<file path="src/rtl/dci_pkg.sv">
package dci_pkg;
  localparam int IDX_W = 3;
  localparam logic [IDX_W-1:0] IDX_CTRL = 3'd0;
  localparam logic [IDX_W-1:0] IDX_CMD  = 3'd1;
  localparam logic [IDX_W-1:0] IDX_ADDR = 3'd3;
  localparam logic [IDX_W-1:0] IDX_BANK = 3'd4;

  localparam int CTL_HW   = 0;
  localparam int CTL_CKE  = 1;
  localparam int CTL_RSTN = 2;
  localparam int CTL_ODT  = 3;
  localparam int CTL_W    = 4;

  localparam int CMD_CS  = 0;
  localparam int CMD_WE  = 1;
  localparam int CMD_CAS = 2;
  localparam int CMD_RAS = 3;
  localparam int CMD_W   = 4;

  typedef struct packed {
    logic ras_n;
    logic cas_n;
    logic we_n;
    logic cs_n;
  } cmd_pins_t;

  localparam cmd_pins_t PINS_IDLE = '{ras_n: 1'b1, cas_n: 1'b1, we_n: 1'b1, cs_n: 1'b1};
endpackage

</file>
<file path="src/rtl/dci_regs.sv">
module dci_regs
  import dci_pkg::*;
#(
  parameter int ADR_W = 5,
  parameter int DW    = 32,
  parameter int AW    = 16,
  parameter int BW    = 3
) (
  input  logic              clk,
  input  logic              rst_n,
  input  logic              wb_cyc_i,
  input  logic              wb_stb_i,
  input  logic              wb_we_i,
  input  logic [ADR_W-1:0]  wb_adr_i,
  input  logic [DW-1:0]     wb_dat_i,
  output logic [DW-1:0]     wb_dat_o,
  output logic              wb_ack_o,
  output logic [CTL_W-1:0]  ctrl_q,
  output logic [AW-1:0]     addr_q,
  output logic [BW-1:0]     bank_q,
  output logic              cmd_fire,
  output logic [CMD_W-1:0]  cmd_sel
);
  logic             ack_q;
  logic             accept;
  logic             wr;
  logic [IDX_W-1:0] idx;
  logic [DW-1:0]    rd_mux;

  assign accept   = wb_cyc_i & wb_stb_i & ~ack_q;
  assign wr       = accept & wb_we_i;
  assign idx      = wb_adr_i[IDX_W+1:2];
  assign cmd_fire = wr && (idx == IDX_CMD);
  assign cmd_sel  = wb_dat_i[CMD_W-1:0];
  assign wb_ack_o = ack_q;

  always_comb begin
    unique case (idx)
      IDX_CTRL: rd_mux = DW'(ctrl_q);
      IDX_ADDR: rd_mux = DW'(addr_q);
      IDX_BANK: rd_mux = DW'(bank_q);
      default:  rd_mux = '0;
    endcase
  end

  always_ff @(posedge clk) begin
    if (!rst_n) begin
      ack_q    <= 1'b0;
      ctrl_q   <= '0;
      addr_q   <= '0;
      bank_q   <= '0;
      wb_dat_o <= '0;
    end else begin
      ack_q <= accept;
      if (accept && !wb_we_i) wb_dat_o <= rd_mux;
      if (wr) begin
        case (idx)
          IDX_CTRL: ctrl_q <= wb_dat_i[CTL_W-1:0];
          IDX_ADDR: addr_q <= wb_dat_i[AW-1:0];
          IDX_BANK: bank_q <= wb_dat_i[BW-1:0];
          default:  ;
        endcase
      end
    end
  end

  assert_ack_single_R1: assert property (@(posedge clk) disable iff (!rst_n)
    ack_q |=> !ack_q);
  assert_ack_needs_request_R1: assert property (@(posedge clk) disable iff (!rst_n)
    ack_q |-> $past(wb_cyc_i && wb_stb_i));
  assert_ctrl_hold_R2: assert property (@(posedge clk) disable iff (!rst_n)
    !(wr && idx == IDX_CTRL) |=> $stable(ctrl_q));
endmodule

</file>
<file path="src/rtl/dci_cmd_pulse.sv">
module dci_cmd_pulse
  import dci_pkg::*;
(
  input  logic             clk,
  input  logic             rst_n,
  input  logic             fire,
  input  logic [CMD_W-1:0] sel,
  output cmd_pins_t        pins
);
  logic [CMD_W-1:0] act_q;

  always_ff @(posedge clk) begin
    if (!rst_n) act_q <= '0;
    else        act_q <= fire ? sel : '0;
  end

  always_comb begin
    pins.ras_n = ~act_q[CMD_RAS];
    pins.cas_n = ~act_q[CMD_CAS];
    pins.we_n  = ~act_q[CMD_WE];
    pins.cs_n  = ~act_q[CMD_CS];
  end

  assert_strobe_one_cycle_R4: assert property (@(posedge clk) disable iff (!rst_n)
    (|act_q) |=> (act_q == '0));
  assert_strobe_has_cause_R4: assert property (@(posedge clk) disable iff (!rst_n)
    (|act_q) |-> $past(fire));
endmodule

</file>
<file path="src/rtl/dci_out_mux.sv">
module dci_out_mux
  import dci_pkg::*;
#(
  parameter int AW = 16,
  parameter int BW = 3
) (
  input  logic             hw_mode,
  input  cmd_pins_t        sw_pins,
  input  logic [AW-1:0]    sw_addr,
  input  logic [BW-1:0]    sw_bank,
  input  logic [CTL_W-1:0] sw_ctrl,
  input  cmd_pins_t        hw_pins,
  input  logic [AW-1:0]    hw_addr,
  input  logic [BW-1:0]    hw_bank,
  input  logic             hw_cke,
  input  logic             hw_reset_n,
  input  logic             hw_odt,
  output cmd_pins_t        out_pins,
  output logic [AW-1:0]    out_addr,
  output logic [BW-1:0]    out_bank,
  output logic             out_cke,
  output logic             out_reset_n,
  output logic             out_odt
);
  always_comb begin
    if (hw_mode) begin
      out_pins    = hw_pins;
      out_addr    = hw_addr;
      out_bank    = hw_bank;
      out_cke     = hw_cke;
      out_reset_n = hw_reset_n;
      out_odt     = hw_odt;
    end else begin
      out_pins    = sw_pins;
      out_addr    = sw_addr;
      out_bank    = sw_bank;
      out_cke     = sw_ctrl[CTL_CKE];
      out_reset_n = sw_ctrl[CTL_RSTN];
      out_odt     = sw_ctrl[CTL_ODT];
    end
  end
endmodule

</file>
<file path="src/rtl/dram_cmd_injector.sv">
module dram_cmd_injector
  import dci_pkg::*;
#(
  parameter int ADR_W = 5,
  parameter int DW    = 32,
  parameter int AW    = 16,
  parameter int BW    = 3
) (
  input  logic             clk,
  input  logic             rst_n,
  input  logic             wb_cyc_i,
  input  logic             wb_stb_i,
  input  logic             wb_we_i,
  input  logic [ADR_W-1:0] wb_adr_i,
  input  logic [DW-1:0]    wb_dat_i,
  output logic [DW-1:0]    wb_dat_o,
  output logic             wb_ack_o,
  input  logic             hw_cs_n,
  input  logic             hw_ras_n,
  input  logic             hw_cas_n,
  input  logic             hw_we_n,
  input  logic [AW-1:0]    hw_addr,
  input  logic [BW-1:0]    hw_bank,
  input  logic             hw_cke,
  input  logic             hw_reset_n,
  input  logic             hw_odt,
  output logic             dram_cs_n,
  output logic             dram_ras_n,
  output logic             dram_cas_n,
  output logic             dram_we_n,
  output logic [AW-1:0]    dram_addr,
  output logic [BW-1:0]    dram_bank,
  output logic             dram_cke,
  output logic             dram_reset_n,
  output logic             dram_odt
);
  logic [CTL_W-1:0] ctrl_q;
  logic [AW-1:0]    addr_q;
  logic [BW-1:0]    bank_q;
  logic             cmd_fire;
  logic [CMD_W-1:0] cmd_sel;
  cmd_pins_t        sw_pins;
  cmd_pins_t        hw_pins;
  cmd_pins_t        out_pins;

  dci_regs #(.ADR_W(ADR_W), .DW(DW), .AW(AW), .BW(BW)) u_regs (
    .clk(clk), .rst_n(rst_n),
    .wb_cyc_i(wb_cyc_i), .wb_stb_i(wb_stb_i), .wb_we_i(wb_we_i),
    .wb_adr_i(wb_adr_i), .wb_dat_i(wb_dat_i),
    .wb_dat_o(wb_dat_o), .wb_ack_o(wb_ack_o),
    .ctrl_q(ctrl_q), .addr_q(addr_q), .bank_q(bank_q),
    .cmd_fire(cmd_fire), .cmd_sel(cmd_sel)
  );

  dci_cmd_pulse u_pulse (
    .clk(clk), .rst_n(rst_n), .fire(cmd_fire), .sel(cmd_sel), .pins(sw_pins)
  );

  assign hw_pins = '{ras_n: hw_ras_n, cas_n: hw_cas_n, we_n: hw_we_n, cs_n: hw_cs_n};

  dci_out_mux #(.AW(AW), .BW(BW)) u_mux (
    .hw_mode(ctrl_q[CTL_HW]),
    .sw_pins(sw_pins), .sw_addr(addr_q), .sw_bank(bank_q), .sw_ctrl(ctrl_q),
    .hw_pins(hw_pins), .hw_addr(hw_addr), .hw_bank(hw_bank),
    .hw_cke(hw_cke), .hw_reset_n(hw_reset_n), .hw_odt(hw_odt),
    .out_pins(out_pins), .out_addr(dram_addr), .out_bank(dram_bank),
    .out_cke(dram_cke), .out_reset_n(dram_reset_n), .out_odt(dram_odt)
  );

  assign dram_ras_n = out_pins.ras_n;
  assign dram_cas_n = out_pins.cas_n;
  assign dram_we_n  = out_pins.we_n;
  assign dram_cs_n  = out_pins.cs_n;
endmodule

</file>
<file path="config.mk">
export PLATFORM = sky130hd
export DESIGN_NAME = dram_cmd_injector
export DESIGN_NICKNAME = d
export VERILOG_FILES = /design/src/rtl/dci_pkg.sv /design/src/rtl/dci_regs.sv /design/src/rtl/dci_cmd_pulse.sv /design/src/rtl/dci_out_mux.sv /design/src/rtl/dram_cmd_injector.sv
export SDC_FILE = /design/constraint.sdc
export NUM_CORES = 1
export LEC_CHECK = 0
export ABC_AREA = 1
export ABC_CLOCK_PERIOD_IN_PS = 2800
export BUFFER_PORTS_ARGS = -buffer_cell sky130_fd_sc_hd__buf_2
export CAP_MARGIN = 40
export CORE_UTILIZATION = 47
export CTS_CLUSTER_SIZE = 12
export DETAILED_ROUTE_END_ITERATION = 12
export PLACE_DENSITY = 0.95
export SLEW_MARGIN = 10
export SYNTH_ARGS = -nofsm -noshare
export SYNTH_HDL_FRONTEND = slang
export SYNTH_SLANG_ARGS = --single-unit
</file>
<file path="constraint.sdc">
create_clock -name clk -period 2.8 [get_ports clk]
set_input_delay 0.28 -clock clk [delete_from_list [all_inputs] [get_ports clk]]
set_output_delay 0.28 -clock clk [all_outputs]
set_load 0.05 [all_outputs]
</file>
== After elaboration in Yosys (flattened, before gate mapping) ==
Cells that the tools add are included.

* Bits in registers: 60
* Input port bits: 68
* Output and inout bits: 59
* Logic and storage cells: 32

* Equal/unequal tests: 3
* Muxes and demuxes: 7
* Bitwise logic cells: 8
* Reduce and logical (&&, ||, !) cells: 8

{| class="wikitable"
|+ Operators with widths
! cell !! number
|-
| $pmux 16 s3 || 1
|-
| $mux 16 || 1
|-
| $reduce_and 2->1 || 4
|-
| $not 1->1 || 5
|-
| $mux 4 || 1
|-
| $and 1x1->1 || 3
|-
| $eq 3x1->1 const B || 1
|-
| $eq 3x2->1 const B || 1
|-
| $eq 3x3->1 const B || 1
|-
| $logic_not 3->1 || 1
|-
| $mux 1 || 3
|-
| $mux 3 || 1
|-
| $logic_and 1x1->1 || 2
|-
| $logic_not 1->1 || 1
|}

== Depth between registers and ports, before layout ==
Gate-level depths: netlist (run 1).

* Depth in word-level cells: 5
* Mapped depth: 7
* Gate-level depth less buffers: 7

== Hierarchy ==
From an unflattened synthesis (run 1), not the netlist that was laid out.

* Cells, all modules: 329
* Area, all modules: 2289.7 sq um

{| class="wikitable"
|+ By module, submodules not included
! module !! instances !! cells an instance !! area each (sq um) !! seq. area each (sq um)
|-
| dci_regs || 1 || 228 || 1785.5 || 800.8
|-
| dci_out_mux || 1 || 84 || 372.9 || 0.0
|-
| dci_cmd_pulse || 1 || 17 || 131.4 || 80.1
|}

== Worst setup path before layout (run 1) ==
No wires, ideal clock.

* Path kind: register -> output
* Start: register u_regs.ctrl_q[0]
* End: output dram_cas_n
* Arrival: 1721 ps
* Required time: 2520 ps
* Setup slack: 799 ps
* Stages on the path, launching flop included: 4
* Path buffers: 2
* Cells stage by stage: dfxtp_1 > clkbuf_1 > clkbuf_1 > o21ai_0

* Word-level cells in the longest chain between the ends: 1

{| class="wikitable"
|+ RTL lines
! element !! RTL line !! text
|-
| from (decl) || dci_regs.sv:18 || <nowiki>output logic [CTL_W-1:0] ctrl_q,</nowiki>
|-
| from (signal assigned) || dci_regs.sv:58 || <nowiki>IDX_CTRL: ctrl_q <= wb_dat_i[CTL_W-1:0];</nowiki>
|-
| $mux 4 || dci_out_mux.sv:26 || <nowiki>if (hw_mode) begin</nowiki>
|-
| to (decl) || dram_cmd_injector.sv:29 || <nowiki>output logic dram_cas_n,</nowiki>
|}

No other way between the ends.

== Worst setup path after layout (run 1) ==
* Start: register u_regs.ctrl_q[0]
* End: output dram_addr[5]

* Word-level cells in the longest chain between the ends: 1

{| class="wikitable"
|+ RTL lines
! element !! RTL line !! text
|-
| $mux 16 || dci_out_mux.sv:26 ||
|-
| to (decl) || dram_cmd_injector.sv:31 || <nowiki>output logic [AW-1:0] dram_addr,</nowiki>
|}

No other way between the ends.

==> results of run 1 <==
## flip-flops by register name, indices dropped and copies added, names as in the netlist
signal,count
u_regs.wb_ack_o,1
u_regs.wb_dat_o,16
u_regs.bank_q,3
u_regs.ctrl_q,4
u_pulse.act_q,4
u_regs.addr_q,16
## kinds of logic after synthesis
group | after synthesis | share of synthesized area
AOI/OAI and AO/OA | 45 | 0.105
DFF | 44 | 0.411
buffers and inverters | 43 | 0.123
other | 1 | 0.00175
and+or+nand+nor | 113 | 0.248
muxes | 21 | 0.110
## stage by stage
stage / power [uW] / hold WS [ns] / instance area [sq um] / worst slack (ns)
4_1_cts: 1320 / 0.210 / 2660 / 0.709
3_3_place_gp: 812 / 0.451 / 2530 / 1.09
2_1_floorplan: 779 / 0.392 / 2200 / 0.799
3_5_place_dp: 815 / 0.457 / 2530 / 1.04
5_1_grt: 1360 / 0.214 / 2660 / 0.636
6_report: 1320 / 0.207 / 2660 / 0.729
## worst max path at each step
stage | startpoint | slack, ns | to
detailed placement | u_regs.ctrl_q[0] | 1.04 | dram_addr[5]
floorplan | u_regs.ctrl_q[0] | 0.80 | dram_cas_n
CTS | u_regs.ctrl_q[0] | 0.71 | dram_addr[5]
global route | u_regs.ctrl_q[0] | 0.64 | dram_bank[1]
global placement | u_regs.ctrl_q[0] | 1.09 | dram_addr[9]
finish | u_regs.ctrl_q[0] | 0.73 | dram_addr[5]
## metal layers
metal  share of wire  wire length [um]
met2            0.49              2470
met1            0.42              2120
met5               0                 0
met4           0.026               131
met3           0.061               306
## synthesized netlist by cell type (2+ instances only)
library cell	instances	share of area
buf_4	17	0.060
nor2_2	13	0.038
a21oi_1	16	0.037
mux2_2	21	0.11
nand4_1	6	0.018
nand2_1	26	0.046
o21ai_1	10	0.023
nor2_1	43	0.075
nand3_1	22	0.051
dfxtp_1	44	0.41
o21ai_0	19	0.044
inv_1	11	0.019
inv_2	2	0.0035
clkbuf_1	5	0.0088
buf_2	4	0.0094
## layout make-up
| type | count | share of cell area |
|---|---|---|
| multi-input cells | 195 | 0.397 |
| flip-flops and latches | 44 | 0.332 |
| repair buffers | 93 | 0.176 |
| clock buffers | 7 | 0.0363 |
| well taps | 52 | 0.0245 |
| inverters | 15 | 0.0231 |
| clock inverters | 1 | 0.0113 |
## power breakdown
| group | total [uW] | switching [uW] | internal [uW] | leakage [uW] |
|---|---|---|---|---|
| registers | 634 | 4.49 | 630 | 0.000355 |
| logic | 167 | 125 | 42.4 | 0.000903 |
| clock network | 520 | 205 | 315 | 0.0000645 |
## critical path, stage by stage, from the launching register on
cell	delay [ns]
dfxtp_1	0.53
buf_4	0.36
mux2_2	0.38
buf_2	0.22
==> flow_summary.ini, run 1 <==
[timing]
finalSetupViolCount = 0
rsz0062_at_grt = false
fmax_mhz = 483
drv_slew = 0
setup-tns-final_ns = 0
finalHoldViolations = 0
finalCritPeriodShare = 0.740
worst_pin_slew_ns = 0.605
period_minus_slack_ns = 2.07
worst_slew_margin_rel = 0.596
clock-skew-final_ns = 0.00479

[critical_path]
crit_fanout = 25
reg2reg_depth = 6
rr_endpoint = u_regs.wb_dat_o[11]
r2r_setup_slack_ns = 1.08
r2r_start = u_regs.wb_ack_o
critPathLaunchType = flop
end_kind = primary output
critPathRequiredTime_ns = 2.52
cp.arrival_ns = 1.79
critPathKind = flop to primary output

[clock_tree]
htree_num_levels = 2
clk_pin_slew_worst_paths_ns = 0.08
clkSinkCount = 44
postCtsHoldBufs = 0
post_cts_buffers = 0
numCtsBuffers = 5
cts_tree = built
ctsLongestPathBuffers = 2
root_buffer = clkbuf_8
post_cts_resize_count = 0
clock_latency_ns = 0.29

[finish]
layout_commonest_cell = buf_2
diodes = 0
final_util = 0.610
multi_input_area_sq_um = 1050
drive_above_1_share = 0.397
syn_to_final_growth_pct = 24.0
nFillCells = 367
fin_cells = 407
nets = 422
regArea_sq_um = 881
final_cell_mix = buf_2, dfxtp_1, nor2_1

[die]
die_y_um = 69.5
die_w_um = 69.5
coreArea_sq_um = 4350
rows = 24
io-pin-count = 127
start_util = 0.492
fp.dieArea_sq_um = 4830

[grt]
antenna_found_initial = 0
grt_use_met1 = 0.265
busiest_layer = met2
use_met2 = 0.362
met3_usage = 0.0320
grt_use_total = 0.212
grt_pass1_vias = 1889
grt_pass1_wl_um = 8350
grt_start_max_net_pins = 26
grt_overflow = 0

[synth]
yosysWarningCount = 0
synthCells = 267
yosysSeqAreaShare = 0.411
synth_cell_types = 23
async_flop_share = 0
ys_seq_elements = 44
ys.flop_type = dfxtp_1
synth.avg_cell_area_sq_um = 8.02
synth-edff-count = 0
syn-cell-area_sq_um = 2140

[place]
portBuffers = 92
dp_cells = 399
dp_hpwl_um = 3820
place.gp.congestion = 0.865

[pwr]
max-vdd-ir-drop_uv = 280
p_leak_uw = 0.00132
powerDensity_nw_per_um2 = 498

[route]
wl_um = 5030
drtIter0Drc = 197
wire_per_inst_um = 12.3
num_vias = 2034
drc = 0
via_per_inst = 5.00
final_antenna_net_count = 0
drt_pass1_iterations = 5

[run]
cap_violations = 0

[worst_hold_path]
min_path_type = input pin to flop
min_path_cells = 3
hold_path_end = u_regs.addr_q[15]
hold_path_startpoint = wb_dat_i[15]

[status]
status = complete, no violations
Power figures use the tool's default switching activity.
==> run 2, diff against run 1 <==
--- a/config.mk
+++ b/config.mk
@@ -5,14 +5,14 @@
 export SDC_FILE = /design/constraint.sdc
 export NUM_CORES = 1
 export LEC_CHECK = 0
-export ABC_AREA = 1
-export ABC_CLOCK_PERIOD_IN_PS = 2800
+export ABC_AREA = 0
+export ABC_CLOCK_PERIOD_IN_PS = 1700
 export BUFFER_PORTS_ARGS = -buffer_cell sky130_fd_sc_hd__buf_2
 export CAP_MARGIN = 40
-export CORE_UTILIZATION = 47
+export CORE_UTILIZATION = 40
 export CTS_CLUSTER_SIZE = 12
 export DETAILED_ROUTE_END_ITERATION = 12
-export PLACE_DENSITY = 0.95
+export PLACE_DENSITY = 0.87
 export SLEW_MARGIN = 10
 export SYNTH_ARGS = -nofsm -noshare
 export SYNTH_HDL_FRONTEND = slang
==> constraint.sdc (replaced) <==
create_clock -name clk -period 1.7 [get_ports clk]
set_input_delay 0.17 -clock clk [delete_from_list [all_inputs] [get_ports clk]]
set_output_delay 0.17 -clock clk [all_outputs]
set_load 0.05 [all_outputs]
==> flow_summary.ini, run 2 <==
[status]
status = complete, no violations

[synth]
synth_top_cell_by_area = dfxtp_1
ys.flop_type = dfxtp_1
yosysSeqAreaShare = 0.399
synth.avg_cell_area_sq_um = 9.08
yosysWarningCount = 0
synth_top_area_frac = 0.399
ys_seq_elements = 44
syn-cell-area_sq_um = 2210
async_flop_share = 0
synthTopCellsByCount = nand2_1, dfxtp_1, mux2i_1, mux2_2, buf_4
yosys.cell_count.top_type = nand2_1
synth-edff-count = 0
synthCells = 243
synthTopCellsByArea = dfxtp_1, mux2_2, mux2i_1, nand2_1, buf_4
synth_cell_types = 32

[timing]
fmax_mhz = 623
worst_pin_slew_ns = 0.560
setup-tns-final_ns = 0
finalSetupViolCount = 0
setup_ws_ns = 0.0953
finalCritPeriodShare = 0.944
drv_slew = 0
rsz0062_at_grt = false
worst_slew_margin_rel = 0.627
period_minus_slack_ns = 1.60
finalHoldViolations = 0
clock-skew-final_ns = 0.00716

[route]
final_antenna_net_count = 0
wire_per_inst_um = 13.4
wl_um = 5420
num_vias = 1987
drtIter0Drc = 108
via_per_inst = 4.93
drc = 0
drt_pass1_iterations = 4

[finish]
layout_commonest_cell = buf_2
diodes = 0
syn_to_final_growth_pct = 25.5
largest_registers = u_regs.addr_q (16), u_regs.wb_dat_o (16)
drive_above_1_share = 0.408
nets = 400
final_cell_mix = buf_2, nand2_1, dfxtp_1
fin_area_sq_um = 2770
nFillCells = 495

[pwr]
power.share.clock = 0.334
p_int_uw = 1450
p_sw_uw = 556
seqPwrFrac = 0.522
swShare = 0.278
p_leak_uw = 0.00130
powerDensity_nw_per_um2 = 723
combPwrFrac = 0.144
design_power_total_uw = 2000
max-vdd-ir-drop_uv = 480

[die]
rows = 26
io-pin-count = 127
coreArea_sq_um = 5200
die_y_um = 76.3
die_w_um = 76.3
start_util = 0.424
fp.dieArea_sq_um = 5820

[grt]
grt_pass1_wl_um = 9000
antenna_found_initial = 0
grt_pass1_vias = 1872
grt_use_total = 0.193
grt_start_max_net_pins = 26
grt_overflow = 0

[clock_tree]
cts_tree = built
clkSinkCount = 44
clock_latency_ns = 0.29
root_buffer = clkbuf_8
post_cts_buffers = 0
post_cts_resize_count = 0
htree_num_levels = 2
numCtsBuffers = 5
clk_pin_slew_worst_paths_ns = 0.08
postCtsHoldBufs = 0
ctsLongestPathBuffers = 2

[place]
portBuffers = 92
place.gp.congestion = 0.868
placed_area_sq_um = 2680
dp_slack_ns = 0.274
dp_hpwl_um = 3960

[critical_path]
rr_endpoint = u_pulse.act_q[2]
end_kind = primary output
reg2reg_depth = 3
crit_fanout = 10
critPathLaunchType = flop
critPathRequiredTime_ns = 1.53
critPathKind = flop to primary output
r2r_setup_slack_ns = 0.23
r2r_start = u_regs.wb_ack_o
cp.arrival_ns = 1.43

[worst_hold_path]
min_path_cells = 2
min_path_type = input pin to flop
hold_path_end = u_pulse.act_q[3]
hold_path_startpoint = wb_dat_i[3]

[run]
cap_violations = 0
-- run 2: cell count changes after synthesis, sizes merged, moves of 2 or more --
| cell | before | now |
|---|---|---|
| nand3 | 23 | 14 |
| nor2 | 57 | 1 |
| a31oi | 0 | 6 |
| o21ai | 29 | 8 |
| mux2i | 0 | 23 |
| clkbuf | 5 | 9 |
| inv | 14 | 1 |
| and2 | 0 | 5 |
| nor4b | 0 | 3 |
| nand4 | 6 | 0 |
| a21oi | 16 | 3 |
| a21boi | 0 | 12 |
| buf | 23 | 25 |
| nand2 | 27 | 56 |
-- run 2: per-layer routing --
layer	vias up	track usage	part of all wire
met5	-	0	0
met4	0	0.0596	0.013
met3	8	0.0455	0.050
met2	74	0.322	0.48
met1	927	0.246	0.45
li1	978	-	-
-- run 2: worst max path at each step --
stage	start	to	slack (ns)
global route	u_regs.ctrl_q[0]	dram_addr[6]	0.01
detailed placement	u_regs.wb_ack_o	u_pulse.act_q[2]	0.27
finish	u_regs.ctrl_q[0]	dram_addr[8]	0.1
floorplan	u_regs.ctrl_q[0]	dram_cas_n	-0.1
global placement	u_regs.wb_ack_o	u_regs.bank_q[1]	0.30
CTS	u_regs.ctrl_q[0]	dram_addr[6]	0.07
-- run 2: logic make-up (layout without fill, tap and decap cells) --
group	after synthesis	in the layout	share of synthesized area
AOI/OAI and AO/OA	30	30	0.0862
buffers and inverters	35	110	0.104
DFF	44	44	0.399
muxes	45	45	0.217
other	1	16	0.00170
and+or+nand+nor	88	88	0.192
-- run 2: cell type report --
type | count | area (sq um) | area share
Inverter | 1 | 6.26 | 0.00226
Clock inverter | 2 | 10.0 | 0.00362
Tap cell | 70 | 87.6 | 0.0316
Sequential cell | 44 | 881 | 0.318
Clock buffer | 6 | 82.6 | 0.0298
Timing Repair Buffer | 101 | 528 | 0.191
Multi-Input combinational cell | 179 | 1170 | 0.424
-- run 2: worst max-delay path, cell delays in order (launching register included) --
cell and delay [ns]:
dfxtp_1 0.36, buf_4 0.21, mux2_2 0.36, buf_2 0.21
-- run 2: through the flow --
step	hold WS, ns	std cells	util
after floorplan	0.292	258	-
after global placement	0.387	395	0.514
after detailed placement	0.401	395	0.514
after CTS	0.0883	403	0.532
after global routing	0.0864	403	0.532
final	0.0951	403	0.532
-- run 2: power by group through the flow --
stage	Clock, uW	Combinational, uW	Sequential (uW)
after floorplan	0	207	1080
final	669	288	1040
after global routing	747	308	1050
after CTS	685	287	1040
after detailed placement	0	286	1070
after global placement	0	280	1070
